--- config.mk ---
export PLATFORM = sky130hd
export DESIGN_NAME = rxpcs_decoder
export DESIGN_NICKNAME = d
export VERILOG_FILES = /design/src/rtl/rxpcs_pkg.sv /design/src/rtl/rxpcs_link_timer.sv /design/src/rtl/rxpcs_descrambler.sv /design/src/rtl/rxpcs_aligner.sv /design/src/rtl/rxpcs_framer.sv /design/src/rtl/rxpcs_decoder.sv
export SDC_FILE = /design/constraint.sdc
export NUM_CORES = 1
export LEC_CHECK = 0
export ABC_CLOCK_PERIOD_IN_PS = 3300
export BUFFER_PORTS_ARGS = -buffer_cell sky130_fd_sc_hd__buf_4
export CORE_MARGIN = 1
export CORE_UTILIZATION = 60
export DETAILED_ROUTE_END_ITERATION = 10
export PLACE_DENSITY_LB_ADDON = 0.05
export SLEW_MARGIN = 20
export SYNTH_ARGS = -nofsm -noshare
export SYNTH_HDL_FRONTEND = slang
export SYNTH_HIERARCHICAL = 1
export SYNTH_SLANG_ARGS = --single-unit
--- constraint.sdc ---
create_clock -name clk -period 3.3 [get_ports clk]
set_input_delay 0.33 -clock clk [delete_from_list [all_inputs] [get_ports clk]]
set_output_delay 0.33 -clock clk [all_outputs]
set_load 0.1 [all_outputs]
--- src/rtl/rxpcs_pkg.sv ---
package rxpcs_pkg;
  localparam int SYM_W = 5;
  localparam int NIB_W = 4;
  localparam int KEY_W = 11;
  localparam int TAP_FAR = KEY_W - 1;
  localparam int TAP_NEAR = 8;

  localparam logic [SYM_W-1:0] SYM_IDLE = 5'b11111;
  localparam logic [SYM_W-1:0] SYM_J = 5'b11000;
  localparam logic [SYM_W-1:0] SYM_K = 5'b10001;
  localparam logic [SYM_W-1:0] SYM_T = 5'b01101;
  localparam logic [SYM_W-1:0] SYM_R = 5'b00111;
  localparam logic [NIB_W-1:0] NIB_SSD = 4'h5;
  localparam logic [NIB_W-1:0] NIB_ESD = 4'h0;

  typedef enum logic [1:0] {FR_HUNT, FR_SECOND, FR_BODY, FR_TAIL} frame_st_t;

  typedef struct packed {
    logic ok;
    logic [NIB_W-1:0] nib;
  } dec_t;

  typedef struct packed {
    logic [SYM_W-1:0] bits;
    logic [KEY_W-1:0] st;
  } key_step_t;

  // Advance the key generator by one symbol; bit SYM_W-1 is produced first.
  function automatic key_step_t key_advance(input logic [KEY_W-1:0] s);
    key_step_t r;
    logic [KEY_W-1:0] t;
    logic b;
    t = s;
    r.bits = '0;
    for (int i = SYM_W - 1; i >= 0; i--) begin
      b = t[TAP_FAR] ^ t[TAP_NEAR];
      r.bits[i] = b;
      t = {t[KEY_W-2:0], b};
    end
    r.st = t;
    return r;
  endfunction

  function automatic dec_t code_to_nib(input logic [SYM_W-1:0] s);
    dec_t d;
    d.ok = 1'b1;
    case (s)
      5'b11110: d.nib = 4'h0;
      5'b01001: d.nib = 4'h1;
      5'b10100: d.nib = 4'h2;
      5'b10101: d.nib = 4'h3;
      5'b01010: d.nib = 4'h4;
      5'b01011: d.nib = 4'h5;
      5'b01110: d.nib = 4'h6;
      5'b01111: d.nib = 4'h7;
      5'b10010: d.nib = 4'h8;
      5'b10011: d.nib = 4'h9;
      5'b10110: d.nib = 4'hA;
      5'b10111: d.nib = 4'hB;
      5'b11010: d.nib = 4'hC;
      5'b11011: d.nib = 4'hD;
      5'b11100: d.nib = 4'hE;
      5'b11101: d.nib = 4'hF;
      default: begin
        d.ok = 1'b0;
        d.nib = '0;
      end
    endcase
    return d;
  endfunction
endpackage

--- src/rtl/rxpcs_link_timer.sv ---
module rxpcs_link_timer #(
  parameter int LINK_CYCLES = 8250
) (
  input  logic clk,
  input  logic rst_n,
  input  logic sig_det,
  output logic link_ok
);
  localparam int CW = $clog2(LINK_CYCLES + 1);
  localparam logic [CW-1:0] CNT_MAX = CW'(LINK_CYCLES);

  logic [CW-1:0] cnt;

  always_ff @(posedge clk or negedge rst_n) begin
    if (!rst_n) begin
      cnt <= '0;
    end else if (!sig_det) begin
      cnt <= '0;
    end else if (cnt != CNT_MAX) begin
      cnt <= cnt + 1'b1;
    end
  end

  assign link_ok = sig_det && (cnt == CNT_MAX);
endmodule

--- src/rtl/rxpcs_descrambler.sv ---
module rxpcs_descrambler
  import rxpcs_pkg::*;
#(
  parameter int LOCK_IDLES = 13
) (
  input  logic             clk,
  input  logic             rst_n,
  input  logic             link_ok,
  input  logic             bypass,
  input  logic [SYM_W-1:0] sym_raw,
  output logic [SYM_W-1:0] sym_plain,
  output logic             ready
);
  localparam int CW = $clog2(LOCK_IDLES + 1);
  localparam logic [CW-1:0] CNT_MAX = CW'(LOCK_IDLES);
  localparam logic [CW-1:0] CNT_LAST = CW'(LOCK_IDLES - 1);

  logic [KEY_W-1:0] hist, ks, hist_nxt;
  logic [CW-1:0]    icnt;
  logic             locked, match;
  logic [SYM_W-1:0] nrx;
  key_step_t        ks_step, hs_step;

  // Under an idle stream the complemented line bits are the key itself.
  assign nrx      = ~sym_raw;
  assign hist_nxt = {hist[KEY_W-SYM_W-1:0], nrx};
  assign ks_step  = key_advance(ks);
  assign hs_step  = key_advance(hist);
  assign match    = (hs_step.bits == nrx);

  always_ff @(posedge clk or negedge rst_n) begin
    if (!rst_n) begin
      hist   <= '0;
      ks     <= '0;
      icnt   <= '0;
      locked <= 1'b0;
    end else begin
      hist <= hist_nxt;
      if (!link_ok) begin
        icnt   <= '0;
        locked <= 1'b0;
        ks     <= ks_step.st;
      end else if (match) begin
        if (icnt != CNT_MAX) icnt <= icnt + 1'b1;
        if (icnt >= CNT_LAST) begin
          ks     <= hist_nxt;
          locked <= 1'b1;
        end else begin
          ks <= ks_step.st;
        end
      end else begin
        icnt <= '0;
        ks   <= ks_step.st;
      end
    end
  end

  assign sym_plain = bypass ? sym_raw : (sym_raw ^ ks_step.bits);
  assign ready     = locked | bypass;
endmodule

--- src/rtl/rxpcs_aligner.sv ---
module rxpcs_aligner
  import rxpcs_pkg::*;
(
  input  logic             clk,
  input  logic             rst_n,
  input  logic             ready,
  input  logic             hunt,
  input  logic [SYM_W-1:0] sym_plain,
  output logic             jk_hit,
  output logic [SYM_W-1:0] sym_al
);
  localparam int PAIR_W = 2 * SYM_W;
  localparam int WIN_W = 3 * SYM_W - 1;
  localparam int OFF_W = $clog2(SYM_W + 1);
  localparam logic [PAIR_W-1:0] JK_PAT = {SYM_J, SYM_K};

  logic [SYM_W-2:0]  p1;
  logic [SYM_W-1:0]  p0;
  logic [OFF_W-1:0]  off, hit_off;
  logic              armed, hit;
  logic [WIN_W-1:0]  win;
  logic [PAIR_W-1:0] pair;

  assign win  = {p1, p0, sym_plain};
  assign pair = {p0, sym_plain};

  // Offsets 1..SYM_W put the end of the pattern inside the newest symbol.
  always_comb begin
    hit     = 1'b0;
    hit_off = '0;
    for (int o = SYM_W; o >= 1; o--) begin
      if (win[WIN_W-o -: PAIR_W] == JK_PAT) begin
        hit     = 1'b1;
        hit_off = OFF_W'(o);
      end
    end
  end

  assign jk_hit = hit && hunt && armed && ready;
  assign sym_al = pair[(PAIR_W - 1 - int'(off)) -: SYM_W];

  always_ff @(posedge clk or negedge rst_n) begin
    if (!rst_n) begin
      p1    <= '1;
      p0    <= '1;
      off   <= OFF_W'(SYM_W);
      armed <= 1'b0;
    end else begin
      p1 <= p0[SYM_W-2:0];
      p0 <= sym_plain;
      if (jk_hit) off <= hit_off;
      if (!ready || !hunt) armed <= 1'b0;
      else if (pair == '1) armed <= 1'b1;
    end
  end
endmodule

--- src/rtl/rxpcs_framer.sv ---
module rxpcs_framer
  import rxpcs_pkg::*;
(
  input  logic             clk,
  input  logic             rst_n,
  input  logic             link_ok,
  input  logic             jk_hit,
  input  logic [SYM_W-1:0] sym_al,
  output logic             hunt,
  output logic [NIB_W-1:0] rxd,
  output logic             rxdv,
  output logic             rxer
);
  frame_st_t        st;
  logic [SYM_W-1:0] q;
  dec_t             qd;

  assign qd   = code_to_nib(q);
  assign hunt = (st == FR_HUNT);

  always_ff @(posedge clk or negedge rst_n) begin
    if (!rst_n) begin
      st   <= FR_HUNT;
      q    <= SYM_IDLE;
      rxd  <= '0;
      rxdv <= 1'b0;
      rxer <= 1'b0;
    end else if (!link_ok) begin
      st   <= FR_HUNT;
      rxd  <= '0;
      rxdv <= 1'b0;
      rxer <= 1'b0;
    end else begin
      case (st)
        FR_HUNT: begin
          rxer <= 1'b0;
          if (jk_hit) begin
            rxdv <= 1'b1;
            rxd  <= NIB_SSD;
            st   <= FR_SECOND;
          end else begin
            rxdv <= 1'b0;
            rxd  <= '0;
          end
        end
        FR_SECOND: begin
          rxd <= NIB_SSD;
          q   <= sym_al;
          st  <= FR_BODY;
        end
        FR_BODY: begin
          if (q == SYM_T && sym_al == SYM_R) begin
            rxd  <= NIB_ESD;
            rxer <= 1'b0;
            st   <= FR_TAIL;
          end else if (q == SYM_IDLE && sym_al == SYM_IDLE) begin
            rxdv <= 1'b0;
            rxd  <= '0;
            rxer <= 1'b0;
            st   <= FR_HUNT;
          end else begin
            rxd  <= qd.nib;
            rxer <= !qd.ok;
            q    <= sym_al;
          end
        end
        default: begin
          rxd  <= NIB_ESD;
          rxer <= 1'b0;
          st   <= FR_HUNT;
        end
      endcase
    end
  end
endmodule

--- src/rtl/rxpcs_decoder.sv ---
module rxpcs_decoder
  import rxpcs_pkg::*;
#(
  parameter int LINK_CYCLES = 8250,
  parameter int LOCK_IDLES = 13
) (
  input  logic             clk,
  input  logic             rst_n,
  input  logic [SYM_W-1:0] sym_in,
  input  logic             cipher_off,
  input  logic             sig_det,
  output logic [NIB_W-1:0] rxd,
  output logic             rxdv,
  output logic             rxer
);
  logic             link_ok, ready, hunt, jk_hit;
  logic [SYM_W-1:0] sym_plain, sym_al;

  rxpcs_link_timer #(.LINK_CYCLES(LINK_CYCLES)) u_link (
    .clk(clk), .rst_n(rst_n), .sig_det(sig_det), .link_ok(link_ok)
  );

  rxpcs_descrambler #(.LOCK_IDLES(LOCK_IDLES)) u_dscr (
    .clk(clk), .rst_n(rst_n), .link_ok(link_ok), .bypass(cipher_off),
    .sym_raw(sym_in), .sym_plain(sym_plain), .ready(ready)
  );

  rxpcs_aligner u_align (
    .clk(clk), .rst_n(rst_n), .ready(ready), .hunt(hunt),
    .sym_plain(sym_plain), .jk_hit(jk_hit), .sym_al(sym_al)
  );

  rxpcs_framer u_frame (
    .clk(clk), .rst_n(rst_n), .link_ok(link_ok), .jk_hit(jk_hit),
    .sym_al(sym_al), .hunt(hunt), .rxd(rxd), .rxdv(rxdv), .rxer(rxer)
  );
endmodule

======== Word level (Yosys, flattened, before mapping) ========
Index checks and enable logic that the tools add are counted.
storage, ports and cells
  register bits ........................... 67
  bits in latches ......................... 0
  RAM bits ................................ 0
  memory bits (read-only) ................. 0
  output and inout port bits .............. 6
  word-level logic and storage cells ...... 142
  memories kept ........................... 0
cells by class
  add/subtract/negate cells ............... 3
  multipliers ............................. 0
  div/mod/pow operators ................... 0
  $lt $le $gt $ge ......................... 1
  equal/unequal tests ..................... 44
  shift-type cells ........................ 1
  mux-type cells .......................... 48
  bitwise operators ....................... 13
  reductions and logical operators ........ 18
operators by type and width
  kind                                                             number
  5-bit == test, second input constant                             13
  10-bit == test, second input constant                            6
  4-bit one-hot mux with 15 select lines                           1
  11-bit two-way mux                                               3
  14-bit by 32-bit indexed part select with 5-bit output           1
  5-bit by 4-bit == test with 1-bit output, second input constant  6
  14-bit two-way mux                                               2
  4-bit two-way mux                                                6
  1-bit two-way mux                                                18
  3-bit two-way mux                                                6
  16-bit OR reduction                                              1
  5-bit two-way mux                                                3
  14-bit by 1-bit adder with 14-bit output, second input constant  1
  14-bit == test, second input constant                            1
  14-bit != test, second input constant                            1
  4-bit one-hot mux with 3 select lines                            1
  2-bit != test, second input constant                             5
  5-bit one-hot mux with 2 select lines                            1
  1-bit bitwise XOR                                                10
  3-bit != test, second input constant                             3
  2-bit two-way mux                                                4
  1-bit logical AND                                                6
  2-bit one-hot mux with 3 select lines                            1
  5-bit by 3-bit == test with 1-bit output, second input constant  1
  other kinds (22)                                                 27

======== Depth between registers and ports, before layout ========
  depth after elaboration ................. 15
  mapped depth ............................ 12
  depth with buffers taken out ............ 12

======== By module ========
The synthesis kept the hierarchy.
modules (own cells, without submodules)
  module             instances  cells an instance  area an instance (µm²)  sequential area each (µm²)
  rxpcs_descrambler  1          87                 1246.2                  675.6
  rxpcs_aligner      1          97                 912.1                   339.1
  rxpcs_framer       1          84                 793.3                   331.6
  rxpcs_link_timer   1          81                 775.7                   350.3

======== Worst setup path before layout ========
Ideal clock, no wire load.
  path type ............................... reg2reg
  from .................................... register u_dscr.ks[8]
  to ...................................... register u_frame.rxdv
  setup time .............................. 0.084 ns
  arrival time ............................ 2.948 ns
  path slack .............................. 0.268 ns
  cell stages (with the launch flop) ...... 11
  period minus slack after synthesis ...... 3.032 ns
  cells stage by stage .................... dfrtp_1 -> xnor2_1 -> nor2_1 -> xnor2_1 -> or4b_4 -> or4b_4 -> a2111oi_4 -> or3_2 -> nor2b_1 -> mux2i_1 -> a21boi_0
on the way
  word-level cells in the longest chain between the ends .. 15
RTL lines
  item                                       line                     source
  from (decl)                                rxpcs_descrambler.sv:18  logic [KEY_W-1:0] hist, ks, hist_nxt;
  from (signal assigned)                     rxpcs_descrambler.sv:42  ks <= ks_step.st;
  from (signal assigned)                     rxpcs_descrambler.sv:46  ks <= hist_nxt;
  from (signal assigned)                     rxpcs_descrambler.sv:49  ks <= ks_step.st;
  1-bit bitwise XOR (*)                      rxpcs_pkg.sv:36          b = t[TAP_FAR] ^ t[TAP_NEAR];
  5-bit bitwise XOR (*)                      rxpcs_descrambler.sv:58  assign sym_plain = bypass ? sym_raw : (sym_raw ^ ks_step.bits);
  5-bit two-way mux (*)                      rxpcs_descrambler.sv:58
  named net sym_plain[4]                     rxpcs_decoder.sv:17      logic [SYM_W-1:0] sym_plain, sym_al;
  10-bit == test                             rxpcs_aligner.sv:32      if (win[WIN_W-o -: PAIR_W] == JK_PAT) begin
  1-bit two-way mux (4 in series)            rxpcs_aligner.sv:32
  1-bit two-way mux (*)                      rxpcs_aligner.sv:32
  1-bit logical AND (*) (3 in series)        rxpcs_aligner.sv:39      assign jk_hit = hit && hunt && armed && ready;
  named net jk_hit                           rxpcs_decoder.sv:16      logic link_ok, ready, hunt, jk_hit;
  1-bit two-way mux (*)                      rxpcs_framer.sv:37       if (jk_hit) begin
  1-bit one-hot mux with 2 select lines (*)  rxpcs_framer.sv:34       case (st)
  1-bit two-way mux (*)                      rxpcs_framer.sv:28       end else if (!link_ok) begin
  to (signal assigned)                       rxpcs_framer.sv:31       rxdv <= 1'b0;
  to (signal assigned)                       rxpcs_framer.sv:38       rxdv <= 1'b1;
  to (signal assigned)                       rxpcs_framer.sv:42       rxdv <= 1'b0;
  to (decl)                                  rxpcs_framer.sv:11       output logic rxdv,
Mark *: on every way through the listed nets, which the timed path passes. The rest lies on a longest branch.
A chain may end at the register's enable or synchronous reset.

======== Final worst setup path ========
Same ends and word-level chain as after synthesis.

==> results.cfg <==
[timing]
period_needed_ps = 3094
finalCritPeriodShare = 0.9377
worstMarginPinSlew_ps = 800.5
fmax_ghz = 0.3232
setup-tns-final_ps = 0
slew_violations = 0
finClkSkew_ps = 11.90
finalHoldViolCount = 0
rsz0062_at_grt = false
final-setup-viol-count = 0
relSlewSlack = 0.4663

[critical_path]
crit_path_top_delay_cell = or4b_4
critPathMaxFanout = 4
critPathLaunch = u_dscr/ks[8]
path_buf_inv = 0
reg2reg_from = u_dscr/ks[8]
start_kind = register
cp-endpoint = u_frame/rxdv
worst_ep_arrival_time_ps = 3360
rr_worst_depth = 10
r2r_slack_ps = 210
rr_endpoint = u_frame/rxdv
crit_required_ps = 3570
crit_path_end_kind = register
path_cells = xnor2_1, nor2_1, xnor2_2, or4b_4, or4b_4, a2111oi_4, or3_2, nor2b_1, mux2i_1, a21boi_1
path_delay_family = simple AND/OR/NAND/NOR gates
critical_path_class = reg2reg
cp_common_cell = or4b_4
critPathMaxStageDelay_ps = 550
crit_cells = 10

[drt]
wl_per_cell_um = 16.18
drc = 0
antenna_left = 0
wl_mm = 7.232
firstDrtPassIters = 4
dr_total_vias = 2669
drtIter0Drc = 189
routed_via_density = 5.971

[placed_design]
io_buffers = 14
gp_congestion = 0.8545
dpl.hpwl_mm = 5.066

[clock_network]
cts-buffers-inserted = 9
cts_max_level = 3
ctsHoldBuffers = 0
path_clk_slew_ps = 80
clock_latency_ps = 350
numClockSinks = 67
cts_tree = yes
cts_root_buffer = clkbuf_8
clk_path_buf_depth = 2

[floorplan]
ios = 15
die_w_um = 80.82
rows = 28
die-area_um2 = 6531
core-area_um2 = 5956
die_h_um = 80.82
start_util = 0.6258

[global_routing]
grt_pass1_wl_mm = 11.85
grt_overflow = 0
antenna_found_initial = 0
first_global_vias = 2430
grt_max_degree = 68
grtUsageTotal = 0.2437

[synthesis]
syn-cell-area_um2 = 3727
yosysSeqAreaShare = 0.4552
synth-main-ff-cell = dfrtp_1
synth_fp_nets = 363
async_flop_share = 1.000
yosys_warnings = 6
ys_types = 61
synth_edf_count = 0
syn_inst = 349
ys_ff_latch = 67
syn_area_per_cell_um2 = 10.68

[final_layout]
mostFrequentLayoutCell = dfrtp_1
syn2layout_area_growth_pct = 11.61
post-route-util = 0.6985
n_antenna_cell = 0
layout-drive-gt1-share = 0.2312
final_nets = 381
final_cell_mix = dfrtp_1 (51), nand2_1 (31), buf_4 (22), nor2_1 (22), mux2i_1 (20)

[power]
ir_drop_mv = 0.2986
p_leak_nw = 1.740
p_per_area_nw_per_um2 = 426.1

[run_status]
status = finished clean

[job]
max-cap-violations = 0

[min_path]
hold_class = in2async
==> worst min path at each step <==
stage / to / startpoint / cells past startpoint
after floorplan: u_align/armed / rst_n / 0
after global placement: u_dscr/hist[5] / u_dscr/hist[0] / 0
after detailed placement: u_dscr/hist[5] / u_dscr/hist[0] / 0
after CTS: u_align/off[1] / rst_n / 1
after global routing: u_align/off[1] / rst_n / 1
final: u_align/off[1] / rst_n / 1
==> cells by family (layout without fill, tap and decap cells) <==
family / count (synthesis) / count (layout) / share of synthesized area
mux: 33 / 33 / 0.09701
buf+inv: 30 / 53 / 0.03424
simple gates: 126 / 126 / 0.1927
compound gates: 64 / 64 / 0.1289
flops: 67 / 67 / 0.4552
xor+xnor: 24 / 24 / 0.07519
fa+ha+maj: 5 / 5 / 0.01678
==> final cells by class <==
class                           count  area, um2
Clock inverter                      4      72.57
Inverter                           15      56.30
Multi-Input combinational cell    252       1921
Timing Repair Buffer               22      165.2
Clock buffer                       12      155.1
Sequential cell                    67       1697
Tap cell                           75      93.84
Fill cell                         437       1795
==> registers in the layout (all words and copies together) (netlist names) <==
name / flops
u_align/off: 3
u_frame/q: 5
u_dscr/hist: 11
u_frame/rxd: 4
u_align/p0: 5
u_align/p1: 4
u_link/cnt: 14
u_frame/st: 2
u_frame/rxer: 1
u_frame/rxdv: 1
u_dscr/ks: 11
u_align/armed: 1
u_dscr/icnt: 4
u_dscr/locked: 1
==> where the power goes <==
part	internal, mW	switching, mW
clock network	0.466	0.311
logic	0.0566	0.0714
registers	0.847	0.0211
total	1.37	0.403
==> through the flow <==
step	power, mW	area [um2]	instances	setup WS (ps)	hold slack (ps)
finish	1.773	4160	447	205.6	75.18
global route	1.845	4160	447	21.80	151.3
CTS	1.789	4135	446	77.73	100.5
detailed placement	1.010	3908	430	94.08	367.6
global placement	1.006	3908	430	136.5	362.1
floorplan	0.9552	3727	349	267.8	34.41
==> Yosys cell counts, types with 3 or more instances <==
master,count,share of area
dfrtp_1,51,0.34
nand2_1,31,0.031
nor2_1,22,0.022
mux2i_1,20,0.054
nand3_1,17,0.023
dfstp_2,16,0.11
inv_1,15,0.015
o21ai_0,15,0.020
a21oi_1,14,0.019
xnor2_1,14,0.033
clkbuf_1,10,0.010
nand2b_1,10,0.017
mux2_2,9,0.027
or4_1,8,0.016
nor4_1,6,0.010
ha_1,5,0.017
nor3_1,5,0.0067
xor2_1,5,0.012
mux2_4,4,0.016
o22ai_1,4,0.0067
o31ai_1,4,0.0081
xnor3_1,4,0.024
a211oi_1,3,0.0060
buf_1,3,0.0030
nand3b_1,3,0.0060
nand4_1,3,0.0050
==> layer usage <==
metal,track usage,part of all wire,up-vias
met2,0.3748,0.49,57
li1,-,-,1304
met5,0,0,-
met1,0.3395,0.45,1298
met3,0.05618,0.040,10
met4,0.08393,0.014,0
==> worst register-to-register path: cells and delay by family (launching register included) <==
| family | cells | cell delay (ps) |
|---|---|---|
| AO/OA/AOI/OAI | 2 | 590 |
| XOR/XNOR | 2 | 410 |
| flip-flops | 1 | 420 |
| multiplexers | 1 | 90 |
| AND/OR/NAND/NOR | 5 | 1510 |
==> repair_timing <==
item / 4_1_cts / 5_1_grt
setup endpoints to repair: 0 / 8
setup buffers: 0 / 1
resized for setup: 0 / 5
(Power assumes the default switching activity.)
